File: config.mk
export PLATFORM = sky130hd
export DESIGN_NAME = intr_mask_unit
export DESIGN_NICKNAME = d
export VERILOG_FILES = /design/src/rtl/imu_pkg.sv /design/src/rtl/imu_ctrl.sv /design/src/rtl/imu_dp.sv /design/src/rtl/intr_mask_unit.sv
export SDC_FILE = /design/constraint.sdc
export NUM_CORES = 1
export LEC_CHECK = 0
export BUFFER_PORTS_ARGS = -buffer_cell sky130_fd_sc_hd__buf_2
export CORE_MARGIN = 1
export CORE_UTILIZATION = 26
export DETAILED_ROUTE_END_ITERATION = 12
export GPL_ROUTABILITY_DRIVEN = 0
export GPL_TIMING_DRIVEN = 0
export HOLD_SLACK_MARGIN = 0.03
export SLEW_MARGIN = 20
export SYNTH_ARGS = -nofsm -noshare
export SYNTH_HDL_FRONTEND = slang
export SYNTH_SLANG_ARGS = --single-unit
File: constraint.sdc
create_clock -name clk -period 2.1 [get_ports clk]
set_clock_uncertainty 0.05 [all_clocks]
set_input_delay 0.525 -clock clk [delete_from_list [all_inputs] [get_ports clk]]
set_output_delay 0.525 -clock clk [all_outputs]
set_load 0.05 [all_outputs]
File: src/rtl/imu_pkg.sv
package imu_pkg;
  localparam int NSRC    = 5;
  localparam int SRC_NMI = 0;
  localparam int SRC_R75 = 1;
  localparam int SRC_R65 = 2;
  localparam int SRC_R55 = 3;
  localparam int SRC_GEN = 4;
  localparam int SRC_W   = $clog2(NSRC);

  typedef struct packed {
    logic setIe;
    logic clrIe;
    logic loadMask;
    logic set75;
    logic clr75;
    logic setNmi;
    logic clrNmi;
  } imuStrobe_t;
endpackage

File: src/rtl/imu_ctrl.sv
module imu_ctrl
  import imu_pkg::*;
(
  input  logic              clk,
  input  logic              rst_n,
  input  logic              nmiReq,
  input  logic              r75Req,
  input  logic              enCmd,
  input  logic              disCmd,
  input  logic              maskWr,
  input  logic              maskSetEn,
  input  logic              maskClr75,
  input  logic              irqAck,
  input  logic              winValid,
  input  logic [SRC_W-1:0]  winIdx,
  output imuStrobe_t        stb
);
  logic nmiPrev, r75Prev;
  logic ackTaken;

  always_ff @(posedge clk) begin
    if (!rst_n) begin
      nmiPrev <= 1'b0;
      r75Prev <= 1'b0;
    end else begin
      nmiPrev <= nmiReq;
      r75Prev <= r75Req;
    end
  end

  always_comb begin
    ackTaken     = irqAck & winValid;
    stb.clrIe    = disCmd | ackTaken;
    stb.setIe    = enCmd & ~stb.clrIe;
    stb.loadMask = maskWr & maskSetEn;
    stb.set75    = r75Req & ~r75Prev;
    stb.clr75    = (maskWr & maskClr75) |
                   (ackTaken && (winIdx == SRC_W'(SRC_R75)));
    stb.setNmi   = nmiReq & ~nmiPrev;
    stb.clrNmi   = ackTaken && (winIdx == SRC_W'(SRC_NMI));
  end
endmodule

File: src/rtl/imu_dp.sv
module imu_dp
  import imu_pkg::*;
#(
  parameter int VEC_W     = 16,
  parameter int RST_IDX_W = 3,
  parameter int RST_STEP  = 8,
  parameter logic [VEC_W-1:0] NMI_VEC = 16'h0024,
  parameter logic [VEC_W-1:0] R75_VEC = 16'h003C,
  parameter logic [VEC_W-1:0] R65_VEC = 16'h0034,
  parameter logic [VEC_W-1:0] R55_VEC = 16'h002C
) (
  input  logic                 clk,
  input  logic                 rst_n,
  input  imuStrobe_t           stb,
  input  logic [2:0]           maskIn,
  input  logic                 r65Req,
  input  logic                 r55Req,
  input  logic                 genReq,
  input  logic [RST_IDX_W-1:0] genNum,
  output logic                 winValid,
  output logic [SRC_W-1:0]     winIdx,
  output logic [VEC_W-1:0]     irqVector,
  output logic [7:0]           status
);
  localparam int STEP_SH = $clog2(RST_STEP);

  logic       ieReg;
  logic [2:0] maskReg;   // [2]=7.5 [1]=6.5 [0]=5.5
  logic       lat75, latNmi;
  logic [NSRC-1:0] elig;
  logic [VEC_W-1:0] vecTab [NSRC];

  always_ff @(posedge clk) begin
    if (!rst_n) begin
      ieReg   <= 1'b0;
      maskReg <= 3'b111;
      lat75   <= 1'b0;
      latNmi  <= 1'b0;
    end else begin
      if (stb.clrIe)         ieReg <= 1'b0;
      else if (stb.setIe)    ieReg <= 1'b1;
      if (stb.loadMask)      maskReg <= maskIn;
      if (stb.set75)         lat75 <= 1'b1;
      else if (stb.clr75)    lat75 <= 1'b0;
      if (stb.setNmi)        latNmi <= 1'b1;
      else if (stb.clrNmi)   latNmi <= 1'b0;
    end
  end

  always_comb begin
    elig[SRC_NMI] = latNmi;
    elig[SRC_R75] = lat75  & ieReg & ~maskReg[2];
    elig[SRC_R65] = r65Req & ieReg & ~maskReg[1];
    elig[SRC_R55] = r55Req & ieReg & ~maskReg[0];
    elig[SRC_GEN] = genReq & ieReg;
    vecTab[SRC_NMI] = NMI_VEC;
    vecTab[SRC_R75] = R75_VEC;
    vecTab[SRC_R65] = R65_VEC;
    vecTab[SRC_R55] = R55_VEC;
    vecTab[SRC_GEN] = VEC_W'(genNum) << STEP_SH;
  end

  // lowest priority first, so the highest eligible index 0 is written last
  always_comb begin
    winValid = 1'b0;
    winIdx   = '0;
    for (int i = NSRC - 1; i >= 0; i--) begin
      if (elig[i]) begin
        winValid = 1'b1;
        winIdx   = SRC_W'(i);
      end
    end
    irqVector = winValid ? vecTab[winIdx] : '0;
  end

  assign status = {1'b0, lat75, r65Req, r55Req, ieReg, maskReg};
endmodule

File: src/rtl/intr_mask_unit.sv
module intr_mask_unit
  import imu_pkg::*;
#(
  parameter int VEC_W     = 16,
  parameter int RST_IDX_W = 3,
  parameter int RST_STEP  = 8,
  parameter logic [VEC_W-1:0] NMI_VEC = 16'h0024,
  parameter logic [VEC_W-1:0] R75_VEC = 16'h003C,
  parameter logic [VEC_W-1:0] R65_VEC = 16'h0034,
  parameter logic [VEC_W-1:0] R55_VEC = 16'h002C
) (
  input  logic                 clk,
  input  logic                 rst_n,
  input  logic                 nmiReq,
  input  logic                 r75Req,
  input  logic                 r65Req,
  input  logic                 r55Req,
  input  logic                 genReq,
  input  logic [RST_IDX_W-1:0] genNum,
  input  logic                 enCmd,
  input  logic                 disCmd,
  input  logic                 maskWr,
  input  logic [4:0]           maskData,
  output logic [7:0]           maskStatus,
  output logic                 irqValid,
  output logic [VEC_W-1:0]     irqVector,
  input  logic                 irqAck
);
  imuStrobe_t       stb;
  logic [SRC_W-1:0] winIdx;

  imu_ctrl u_ctrl (
    .clk(clk), .rst_n(rst_n), .nmiReq(nmiReq), .r75Req(r75Req),
    .enCmd(enCmd), .disCmd(disCmd), .maskWr(maskWr),
    .maskSetEn(maskData[3]), .maskClr75(maskData[4]),
    .irqAck(irqAck), .winValid(irqValid), .winIdx(winIdx), .stb(stb)
  );

  imu_dp #(
    .VEC_W(VEC_W), .RST_IDX_W(RST_IDX_W), .RST_STEP(RST_STEP),
    .NMI_VEC(NMI_VEC), .R75_VEC(R75_VEC), .R65_VEC(R65_VEC), .R55_VEC(R55_VEC)
  ) u_dp (
    .clk(clk), .rst_n(rst_n), .stb(stb), .maskIn(maskData[2:0]),
    .r65Req(r65Req), .r55Req(r55Req), .genReq(genReq), .genNum(genNum),
    .winValid(irqValid), .winIdx(winIdx), .irqVector(irqVector),
    .status(maskStatus)
  );
endmodule

==> out/qor.yml, run 1 <==
run_status:
  run_status: "finished with violations"
  violated_checks: "setup timing"
routing:
  highest_layer: "met4"
  detail_route.first_pass.iterations: 3
  drt-wirelength-per-cell_um: 8.51
  vias: 584
  route.detailed.drc: 0
  wirelength_um: 1270
  dr_wl_met3_um: 118
  drt_iter0_markers: 4
  ant_nets: 0
  via_per_inst: 3.92
  wl_met2_um: 577
  detailed_routing_wirelength_on_met1_um: 553
global_route:
  pin_count_of_the_biggest_net_entering_global_routing: 11
  grtUsageTotal: 0.110
  antenna_found_initial: 0
  first_global_vias: 512
  gr-total-overflow: 0
  grt_first_pass_wirelength_um: 2030
power:
  p_leak_uw: 0.000526
  power.total_uw: 511
  pwr_density_cell_nw_per_um2: 531
  vdd.ir_drop.worst_mv: 0.232
logic_synthesis:
  async_set_or_reset_flop_fraction_in_the_synthesized_netlist: 0
  synth_top_cells_by_area: "sky130_fd_sc_hd__dfxtp_1 27%, sky130_fd_sc_hd__buf_4 22%, sky130_fd_sc_hd__nand3_1 6.8%"
  synth_top_area_share: 0.274
  ys_ff_latch: 8
  portion_of_the_post_synthesis_area_used_by_sequential_elements: 0.274
  syn-instance-count: 71
  synth_enable_flop_cells: 0
  synth_ff_type: "sky130_fd_sc_hd__dfxtp_1"
  yosysMostFrequentCell: "sky130_fd_sc_hd__buf_4"
  post_synth_instance_area_sq_um: 586
  ys.warnings.count: 0
  yosys.area.top_type: "sky130_fd_sc_hd__dfxtp_1"
  post_synth_num_cell_types: 26
  yosys-top-cells-count: "17 x sky130_fd_sc_hd__buf_4, 9 x sky130_fd_sc_hd__nand2_1, 8 x sky130_fd_sc_hd__dfxtp_1, 8 x sky130_fd_sc_hd__nand3_1"
  synth_area_per_cell_sq_um: 8.25
die:
  coreArea_sq_um: 2040
  die_w_um: 49.5
  floorplan.die_area_sq_um: 2450
  floorplan.die.height_um: 49.5
  initial_core_util: 0.287
  pin_count: 44
  row_count: 16
placement:
  io_buffer_count: 30
  dp_hpwl_um: 1040
  cell_total_after_placement: 140
clocking:
  clkLatencyLatePin_ns: 0.25
  clk_root_buffer_cell: "sky130_fd_sc_hd__clkbuf_4"
  cts.sink_count: 8
  tritoncts: "done"
  path_clk_slew_ns: 0.06
  clock_buffer_count_from_cts: 3
  cts_hold_repair.buffers: 0
  ctsLongestPathBuffers: 2
  htreeDepth: 1
sta:
  min_period_over_period: 1.16
  timing_hold_violations_final: 0
  layout_min_cycle_time_ns: 2.43
  worst_hold_slack_ns: 0.360
  timing_max_transition_violations_final: 0
  worst_slack_ns: -0.329
  achievable-frequency_ghz: 0.412
  rsz0062_at_grt: "true"
  timing.final.setup_violations: 3
critical_path:
  path_class: "flop to primary output"
  critical_path_peak_fanout: 2
  cp_bufs_invs: 1
  timing.critical_path.cells: "and2b_2, nand4bb_4, o21a_1, ha_1, mux2_4, buf_8"
  worst_path_max_delay_cell: "sky130_fd_sc_hd__dfxtp_4"
  worst_setup_path_end_kind: "primary output"
  worst-endpoint-arrival_ns: 1.85
  worstPathRequired_ns: 1.52
  critical_path.max_stage_delay_ns: 0.34
  top_delay_family_on_crit_path: "simple AND/OR/NAND/NOR gates"
  critPathLaunchType: "flop"
cells_and_area:
  fillers: 200
  layout-area-overhead-vs-synth_pct: 64.3
  post_route_cells_drive_above_1_share: 0.574
  nNetsFinal: 144
  postLayoutCoreUtil: 0.471
  final-instance-count-excl-fill: 149
  n_antenna_cell: 0
hold_path:
  hold_class: "flop to flop"
flow_run:
  drv_cap: 0
worst paths after layout:
path | startpoint | to | slack, ns | cells past startpoint
worst min register to register | u_ctrl.r75Prev | u_dp.lat75 | 0.36 | 1
worst max-delay path | u_dp.maskReg[1] | irqVector[4] | -0.33 | 6
worst max register to register | u_dp.maskReg[1] | u_dp.lat75 | 0.47 | 9
worst min-delay path | u_ctrl.r75Prev | u_dp.lat75 | 0.36 | 1
metal layers:
layer | vias to the layer above | GRT usage
li1 | 314 | -
met5 | - | 0
met4 | 0 | 0.100
met3 | 2 | 0.0247
met1 | 237 | 0.121
met2 | 31 | 0.174
where the power goes:
group / total, uW / internal, uW / switching (uW) / leakage [uW]
sequential: 174 / 162 / 11.6 / 0.0000662
combinational: 213 / 71.6 / 141 / 0.000444
clock: 123 / 72.6 / 50.8 / 0.0000150
total: 511 / 307 / 204 / 0.000526
kinds of logic after synthesis:
kind of cell | synth area share
simple gates | 0.297
fa+ha+maj | 0.0427
other cells | 0.00640
buf+inv | 0.237
flops | 0.273
compound gates | 0.118
mux | 0.0256
final cells by class:
cell class              count  area [sq um]  area share
plain buffers              17           128       0.133
flip-flops and latches      8           168       0.174
clock buffers               4          26.3      0.0273
multi-input cells          55           375       0.390
well taps                  27          33.8      0.0351
repair buffers             35           220       0.229
inverters                   3          11.3      0.0117
timing repair:
item                                    4_1_cts  5_1_grt
pin swaps                                     3        0
resized for setup                            12        2
buffers inserted                              2        3
endpoints found under the setup margin        3        3
state kept, by name, summed over array words and instances (netlist names):
register,flops
u_dp.ieReg,1
u_ctrl.r75Prev,1
u_dp.latNmi,1
u_dp.maskReg,3
u_ctrl.nmiPrev,1
u_dp.lat75,1
through the flow:
step / cell area [sq um] / worst slack (ns) / TNS (ns)
2_1_floorplan: 659 / -0.110 / -0.141
3_3_place_gp: 843 / -0.410 / -0.559
6_report: 962 / -0.329 / -0.503
5_1_grt: 962 / -0.384 / -0.696
3_5_place_dp: 843 / -0.419 / -0.615
4_1_cts: 928 / -0.340 / -0.355
cell usage in the layout, fill, tap and decap left out, drive strengths merged, types with 2 or more instances in the layout:
cell type,n
buf,52
conb,13
nand2,10
nand3,8
dfxtp,8
clkbuf,4
inv,3
a21oi,3
nor2b,3
ha,2
o21ai,2
worst register-to-register path, delay by kind of cell (launching register included):
kind,cells,cell delay [ns]
AND/OR/NAND/NOR,3,0.47
buffers and inverters,2,0.18
flip-flops,1,0.34
adder cells (fa/ha/maj),1,0.13
AO/OA/AOI/OAI,3,0.35
Note: power is estimated with default switching activity, not from simulation.
==> run 2, diff against run 1 <==
--- a/config.mk
+++ b/config.mk
@@ -5,6 +5,7 @@
 export SDC_FILE = /design/constraint.sdc
 export NUM_CORES = 1
 export LEC_CHECK = 0
+export ABC_AREA = 1
 export BUFFER_PORTS_ARGS = -buffer_cell sky130_fd_sc_hd__buf_2
 export CORE_MARGIN = 1
 export CORE_UTILIZATION = 26
==> run 2 against run 1 <==
Compared with the run above: the run still ends with setup timing left; global-route usage is 0.52 points higher; area after synthesis is 7.7% higher; hold slack better by 0.0077 ns; die area is 7.4% higher; largest power group unchanged; critical path type unchanged; wire length is 7.8% higher; total power is 0.23% lower.
==> out/qor.yml, run 2 <==
cells_and_area:
  n_antenna_cell: 0  # unchanged
  layout-area-overhead-vs-synth_pct: 57.1
  mostFrequentLayoutCell: "sky130_fd_sc_hd__buf_2"
  fillers: 257  # +28%
  final-instance-count-excl-fill: 166  # +11%
  nNetsFinal: 161  # +12%
  flip_flop_count_of_the_largest_register_all_copies_and_words_added: 3  # unchanged
  max_flop_register: "u_dp.maskReg"
  post_route_cells_drive_above_1_share: 0.594  # +0.0204
  layout.cells.most_common_list: "27 x sky130_fd_sc_hd__buf_2, 23 x sky130_fd_sc_hd__buf_4, 16 x sky130_fd_sc_hd__nand2_1"
logic_synthesis:
  synth_enable_flop_cells: 0  # unchanged
  ys_ff_latch: 8  # unchanged
  synth_top_cells_by_area: "sky130_fd_sc_hd__dfxtp_1 25%, sky130_fd_sc_hd__buf_4 20%, sky130_fd_sc_hd__nand2_1 13%"
  post_synth_num_cell_types: 19  # -27%
  post_synth_instance_area_sq_um: 631  # +7.7%
  synth_ff_type: "sky130_fd_sc_hd__dfxtp_1"
  yosys-top-cells-count: "22 x sky130_fd_sc_hd__nand2_1, 17 x sky130_fd_sc_hd__buf_4, 11 x sky130_fd_sc_hd__inv_1"
  yosysMostFrequentCell: "sky130_fd_sc_hd__nand2_1"
  syn-instance-count: 89  # +25%
  synth_area_per_cell_sq_um: 7.09  # -14%
  synth_top_area_share: 0.254  # -0.0195
  yosys.area.top_type: "sky130_fd_sc_hd__dfxtp_1"
  portion_of_the_post_synthesis_area_used_by_sequential_elements: 0.254  # -0.0195
  async_set_or_reset_flop_fraction_in_the_synthesized_netlist: 0  # unchanged
  ys.warnings.count: 0  # unchanged
routing:
  vias: 652  # +12%
  ant_nets: 0  # unchanged
  drt_iter0_markers: 8  # +4
  route.detailed.drc: 0  # unchanged
  via_per_inst: 3.93  # +0.21%
  detail_route.first_pass.iterations: 4  # +1
  drt-wirelength-per-cell_um: 8.23  # -3.2%
  wirelength_um: 1370  # +7.8%
critical_path:
  worstPathRequired_ns: 1.52  # about the same
  worst-endpoint-arrival_ns: 1.56  # -0.29 ns
  path_class: "flop to primary output"
  critPathLaunchType: "flop"
  critical_path_peak_fanout: 6  # +4
  worst_setup_path_end_kind: "primary output"
placement:
  cell_total_after_placement: 158  # +13%
  io_buffer_count: 29  # -3.3%
  dp_hpwl_um: 1050  # +0.74%
sta:
  worst_slack_ns: -0.0371  # +0.292 ns
  achievable-frequency_ghz: 0.468  # +14%
  layout_min_cycle_time_ns: 2.14  # -0.292 ns
  min_period_over_period: 1.02  # -0.139
  rsz0062_at_grt: "true"
  timing.final.setup_violations: 1  # -2
  timing_hold_violations_final: 0  # unchanged
  worst_hold_slack_ns: 0.367  # +0.00772 ns
  timing_max_transition_violations_final: 0  # unchanged
clocking:
  ctsLongestPathBuffers: 2  # unchanged
  path_clk_slew_ns: 0.05  # about the same
  clock_buffer_count_from_cts: 3  # unchanged
  cts.sink_count: 8  # unchanged
  htreeDepth: 1  # unchanged
  tritoncts: "done"
  clk_root_buffer_cell: "sky130_fd_sc_hd__clkbuf_4"
  clkLatencyLatePin_ns: 0.25  # about the same
global_route:
  gr-total-overflow: 0  # unchanged
  pin_count_of_the_biggest_net_entering_global_routing: 9  # -2
  first_global_vias: 576  # +13%
  grt_first_pass_wirelength_um: 2260  # +12%
  grtUsageTotal: 0.115  # +0.00521
  antenna_found_initial: 0  # unchanged
run_status:
  run_status: "finished with violations"
  violated_checks: "setup timing"
power:
  combinationalPowerShare: 0.434  # +0.017
  p_leak_uw: 0.000587  # +12%
  pwr_density_cell_nw_per_um2: 514  # -3.1%
  clock_power_share: 0.222  # -0.020
  power.total_uw: 509  # -0.23%
  swShare: 0.417  # +0.0171
  vdd.ir_drop.worst_mv: 0.268  # +16%
  power_frac_seq: 0.344  # +0.003
  power.net_switching_uw: 212  # +4.0%
  p_int_uw: 297  # -3.1%
hold_path:
  hold_class: "flop to flop"
flow_run:
  drv_cap: 0  # unchanged
die:
  die_w_um: 51.3  # +3.6%
  pin_count: 44  # unchanged
  initial_core_util: 0.280  # -0.00708
  floorplan.die.height_um: 51.3  # +3.6%
  floorplan.die_area_sq_um: 2630  # +7.4%
  coreArea_sq_um: 2250  # +10%
  row_count: 17  # +1
-- run 2: area by class of cell --
type,instances,area (sq um),area share
Buffer,18,133,0.134
Clock buffer,3,22.5,0.0227
Inverter,11,41.3,0.0417
Multi-Input combinational cell,64,389,0.393
Sequential cell,8,169,0.170
Tap cell,28,35.0,0.0354
Timing Repair Buffer,34,201,0.203
-- run 2: kinds of logic after synthesis --
logic type               after synthesis  synth area share
adder cells (fa/ha/maj)                2            0.0397
buffers and inverters                 29             0.276
AND/OR/NAND/NOR                       44             0.377
AO/OA/AOI/OAI                          5            0.0476
other                                  1           0.00595
flip-flops                             8             0.254
-- run 2: power groups by stage --
stage / sequential (uW) / combinational (uW) / clock, uW
CTS: 174 / 214 / 121
global route: 177 / 234 / 128
floorplan: 188 / 157 / 0
detailed placement: 177 / 208 / 0
finish: 175 / 221 / 113
global placement: 176 / 206 / 0
-- run 2: path summary, 6_finish.rpt --
path / start / to / slack (ns) / cells after the start
worst max-delay path: u_dp.ieReg / irqVector[4] / -0.04 / 9
worst min-delay path: u_ctrl.nmiPrev / u_dp.latNmi / 0.37 / 1
worst max register to register: u_dp.ieReg / u_dp.lat75 / 0.58 / 13
worst min register to register: u_ctrl.nmiPrev / u_dp.latNmi / 0.37 / 1
-- run 2: layer usage --
metal  global-route usage  wire length [um]  vias to the layer above  part of all wire
met5                    0                 0                        -                 0
met4               0.0946                42                        0             0.031
met3               0.0268               107                        4             0.078
met2                0.182               668                       28              0.49
met1                0.129               549                      275              0.40
li1                     -                 -                      345                 -
-- run 2: what timing repair did --
action / CTS / global route
endpoints found under the setup margin: 2 / 3
pin swaps: 9 / 6
hold buffers: 0 / 0
buffers inserted: 3 / 2
resized for setup: 9 / 13
-- run 2: critical path, cell delays in order (launching register included) --
cell	delay, ns
sky130_fd_sc_hd__dfxtp_4	0.40
sky130_fd_sc_hd__nand2_4	0.06
sky130_fd_sc_hd__nor2_4	0.15
sky130_fd_sc_hd__inv_2	0.05
sky130_fd_sc_hd__nand2_2	0.08
sky130_fd_sc_hd__nand2_4	0.06
sky130_fd_sc_hd__ha_4	0.27
sky130_fd_sc_hd__nand2_2	0.05
sky130_fd_sc_hd__nand2_2	0.06
sky130_fd_sc_hd__buf_8	0.14
-- run 2: stage by stage --
step	cell area [sq um]	worst slack (ns)	TNS (ns)	util
6_report	991	-0.0371	-0.0371	0.440
5_1_grt	991	-0.122	-0.122	0.440
4_1_cts	942	-0.0454	-0.0454	0.418
3_5_place_dp	862	-0.157	-0.157	0.382
3_3_place_gp	862	-0.145	-0.145	0.382
2_1_floorplan	682	0.0978	0	-
==> run 3, diff against run 2 <==
--- a/config.mk
+++ b/config.mk
@@ -8,12 +8,14 @@
 export ABC_AREA = 1
 export BUFFER_PORTS_ARGS = -buffer_cell sky130_fd_sc_hd__buf_2
 export CORE_MARGIN = 1
-export CORE_UTILIZATION = 26
+export CORE_UTILIZATION = 36
 export DETAILED_ROUTE_END_ITERATION = 12
 export GPL_ROUTABILITY_DRIVEN = 0
 export GPL_TIMING_DRIVEN = 0
 export HOLD_SLACK_MARGIN = 0.03
+export PLACE_DENSITY = 0.73
 export SLEW_MARGIN = 20
 export SYNTH_ARGS = -nofsm -noshare
 export SYNTH_HDL_FRONTEND = slang
+export SYNTH_HIERARCHICAL = 1
 export SYNTH_SLANG_ARGS = --single-unit
==> run 3 against run 2 <==
Compared with the run above: the run now ends clean; hold slack improved by 0.056 ns; worst setup slack better by 0.16 ns; flip-flop and latch count did not move; first-iteration DRC count unchanged; critical path type unchanged; largest power group unchanged; highest routed layer is now met3.
==> out/qor.yml, run 3 <==
routing:
  ant_nets: 0  # unchanged
  detail_route.first_pass.iterations: 4  # unchanged
  via_per_inst: 3.87  # -1.4%
  wirelength_um: 1170  # -15%
  route.detailed.drc: 0  # unchanged
  drt_iter0_markers: 8  # unchanged
  drt-wirelength-per-cell_um: 7.07  # -14%
  vias: 639  # -2.0%
cells_and_area:
  mostFrequentLayoutCell: "sky130_fd_sc_hd__buf_2"
  flip_flop_count_of_the_largest_register_all_copies_and_words_added: 3  # unchanged
  layout-area-overhead-vs-synth_pct: 37.8
  max_flop_register: "u_dp/maskReg"
  fillers: 189  # -26%
  post_route_cells_drive_above_1_share: 0.464  # -0.130
  n_antenna_cell: 0  # unchanged
  nNetsFinal: 161  # unchanged
  layout.cells.most_common_list: "30 x sky130_fd_sc_hd__buf_2, 17 x sky130_fd_sc_hd__buf_4, 14 x sky130_fd_sc_hd__nand2_1"
logic_synthesis:
  portion_of_the_post_synthesis_area_used_by_sequential_elements: 0.243  # -0.0111
  yosys-top-cells-count: "17 x sky130_fd_sc_hd__buf_4, 14 x sky130_fd_sc_hd__nand2_1, 11 x sky130_fd_sc_hd__inv_1"
  synth_enable_flop_cells: 0  # unchanged
  yosys.area.top_type: "sky130_fd_sc_hd__dfxtp_1"
  synth_ff_type: "sky130_fd_sc_hd__dfxtp_1"
  ys.warnings.count: 6  # +6
  async_set_or_reset_flop_fraction_in_the_synthesized_netlist: 0  # unchanged
  synth-compound-area-share: 0.0380  # -0.00967
  yosysMostFrequentCell: "sky130_fd_sc_hd__buf_4"
  syn-instance-count: 95  # +6.7%
  synth_top_family_by_area: "simple AND/OR/NAND/NOR gates"
  synth.area.mux_share: 0  # unchanged
  synth_area_per_cell_sq_um: 6.94  # -2.0%
  synthAdderAreaFrac: 0  # -0.0397
  post_synth_num_cell_types: 23  # +4
  synth_top_cells_by_area: "sky130_fd_sc_hd__dfxtp_1 24%, sky130_fd_sc_hd__buf_4 19%, sky130_fd_sc_hd__nand2_1 8.0%"
  synth-xor-area-share: 0  # unchanged
  synth_top_area_share: 0.243  # -0.0111
  ys_ff_latch: 8  # unchanged
  post_synth_instance_area_sq_um: 659  # +4.6%
  synth_simple_gate_area_frac: 0.412  # +0.0348
clocking:
  cts-resized-gates: 0  # -9
  cts_hold_repair.buffers: 0  # unchanged
  htreeDepth: 1  # unchanged
  ctsLongestPathBuffers: 2  # unchanged
  cts_setup_buffers: 0  # -3
  path_clk_slew_ns: 0.05  # about the same
  clock_buffer_count_from_cts: 3  # unchanged
  tritoncts: "done"
  clk_root_buffer_cell: "sky130_fd_sc_hd__clkbuf_4"
  clkLatencyLatePin_ns: 0.24  # about the same
  cts.sink_count: 8  # unchanged
sta:
  min_period_over_period: 0.941  # -0.0764
  timing_hold_violations_final: 0  # unchanged
  layout_min_cycle_time_ns: 1.98  # -0.161 ns
  timing.final.setup_violations: 0  # -1
  setup-tns-final_ns: 0  # +0.0371 ns
  achievable-frequency_ghz: 0.506  # +8.1%
  timing_max_transition_violations_final: 0  # unchanged
  rsz0062_at_grt: "false"
global_route:
  grt_first_pass_wirelength_um: 1970  # -13%
  grtUsageTotal: 0.134  # +0.0189
  antenna_found_initial: 0  # unchanged
  first_global_vias: 524  # -9.0%
  gr-total-overflow: 0  # unchanged
  pin_count_of_the_biggest_net_entering_global_routing: 9  # unchanged
die:
  die_w_um: 44.8  # -13%
  row_count: 15  # -2
  coreArea_sq_um: 1730  # -23%
  initial_core_util: 0.382  # +0.102
  pin_count: 44  # unchanged
  floorplan.die.height_um: 44.8  # -13%
  floorplan.die_area_sq_um: 2010  # -24%
critical_path:
  worstPathRequired_ns: 1.52  # about the same
  critPathLaunchType: "flop"
  path_class: "flop to primary output"
  worst_setup_path_end_kind: "primary output"
  worst-endpoint-arrival_ns: 1.40  # -0.16 ns
  critical_path_peak_fanout: 8  # +2
power:
  vdd.ir_drop.worst_mv: 0.271  # +0.88%
  pwr_density_cell_nw_per_um2: 529  # +2.9%
  power.total_uw: 480  # -5.7%
  p_leak_uw: 0.000590  # +0.59%
hold_path:
  hold_class: "input port to flop"
run_status:
  run_status: "finished clean"
flow_run:
  drv_cap: 0  # unchanged
placement:
  io_buffer_count: 30  # +3.4%
  dp_hpwl_um: 1020  # -2.3%
## run 3: changes by cell type in the layout (fill, tap and decap cells not counted), sizes merged
cell	change
nand4	+1
and2	+1
a21oi	+1
o21ai	+1
clkinv	+1
o211ai	-2
inv	+2
nand3	+3
nor2	+8
nand2	-10
buf	-4
ha	-2
nor3	+2
## run 3: cell type report
cell class                 count  area [sq um]  area share
tap                           25          31.3      0.0344
clock buffer                   3          22.5      0.0248
timing repair buffer          30           150       0.165
multi-input combinational     67           345       0.380
sequential                     8           160       0.176
inverter                      14          60.1      0.0661
buffer                        18           139       0.153
## run 3: metal layers
metal,share of wire,global-route usage
met2,0.49,0.212
met5,0,0
met4,0,0.0727
met1,0.44,0.165
met3,0.072,0.0360
## run 3: stage by stage
stage / setup WS, ns / instances / utilization / area, sq um / hold WS (ns)
final: 0.123 / 165 / 0.526 / 908 / 0.423
after global routing: 0.0343 / 165 / 0.526 / 908 / 0.428
after CTS: 0.106 / 165 / 0.526 / 908 / 0.415
after detailed placement: 0.200 / 162 / 0.513 / 886 / 0.450
after global placement: 0.211 / 162 / 0.513 / 886 / 0.443
after floorplan: 0.00260 / 107 / - / 704 / 0.441
## run 3: power breakdown
group / switching, uW / internal (uW) / total [uW]
clock: 47.4 / 65.1 / 112
combinational: 139 / 57.8 / 197
sequential: 9.65 / 162 / 171
total: 196 / 285 / 480
## run 3: cell families after synthesis
| family | Yosys count |
|---|---|
| compound gates | 5 |
| other cells | 1 |
| flops | 8 |
| simple gates | 49 |
| buf+inv | 32 |
## run 3: path summary, 6_finish.rpt
kind / start / end / slack (ns) / cells past startpoint
worst max-delay path: u_dp/ieReg / irqVector[3] / 0.12 / 8
worst min-delay path: nmiReq / u_ctrl/nmiPrev / 0.42 / 3
worst max register to register: u_dp/ieReg / u_dp/lat75 / 0.58 / 11
worst min register to register: u_dp/maskReg[0] / u_dp/maskReg[0] / 0.46 / 2
## run 3: worst max-delay path, stage by stage, from the launching register on
cell and delay, ns:
sky130_fd_sc_hd__dfxtp_1 0.34, sky130_fd_sc_hd__buf_6 0.15, sky130_fd_sc_hd__nand2_4 0.07, sky130_fd_sc_hd__nor2_8 0.12
sky130_fd_sc_hd__inv_4 0.05, sky130_fd_sc_hd__nand2_2 0.06, sky130_fd_sc_hd__nand2_2 0.05, sky130_fd_sc_hd__nand2_1 0.06
sky130_fd_sc_hd__buf_2 0.25
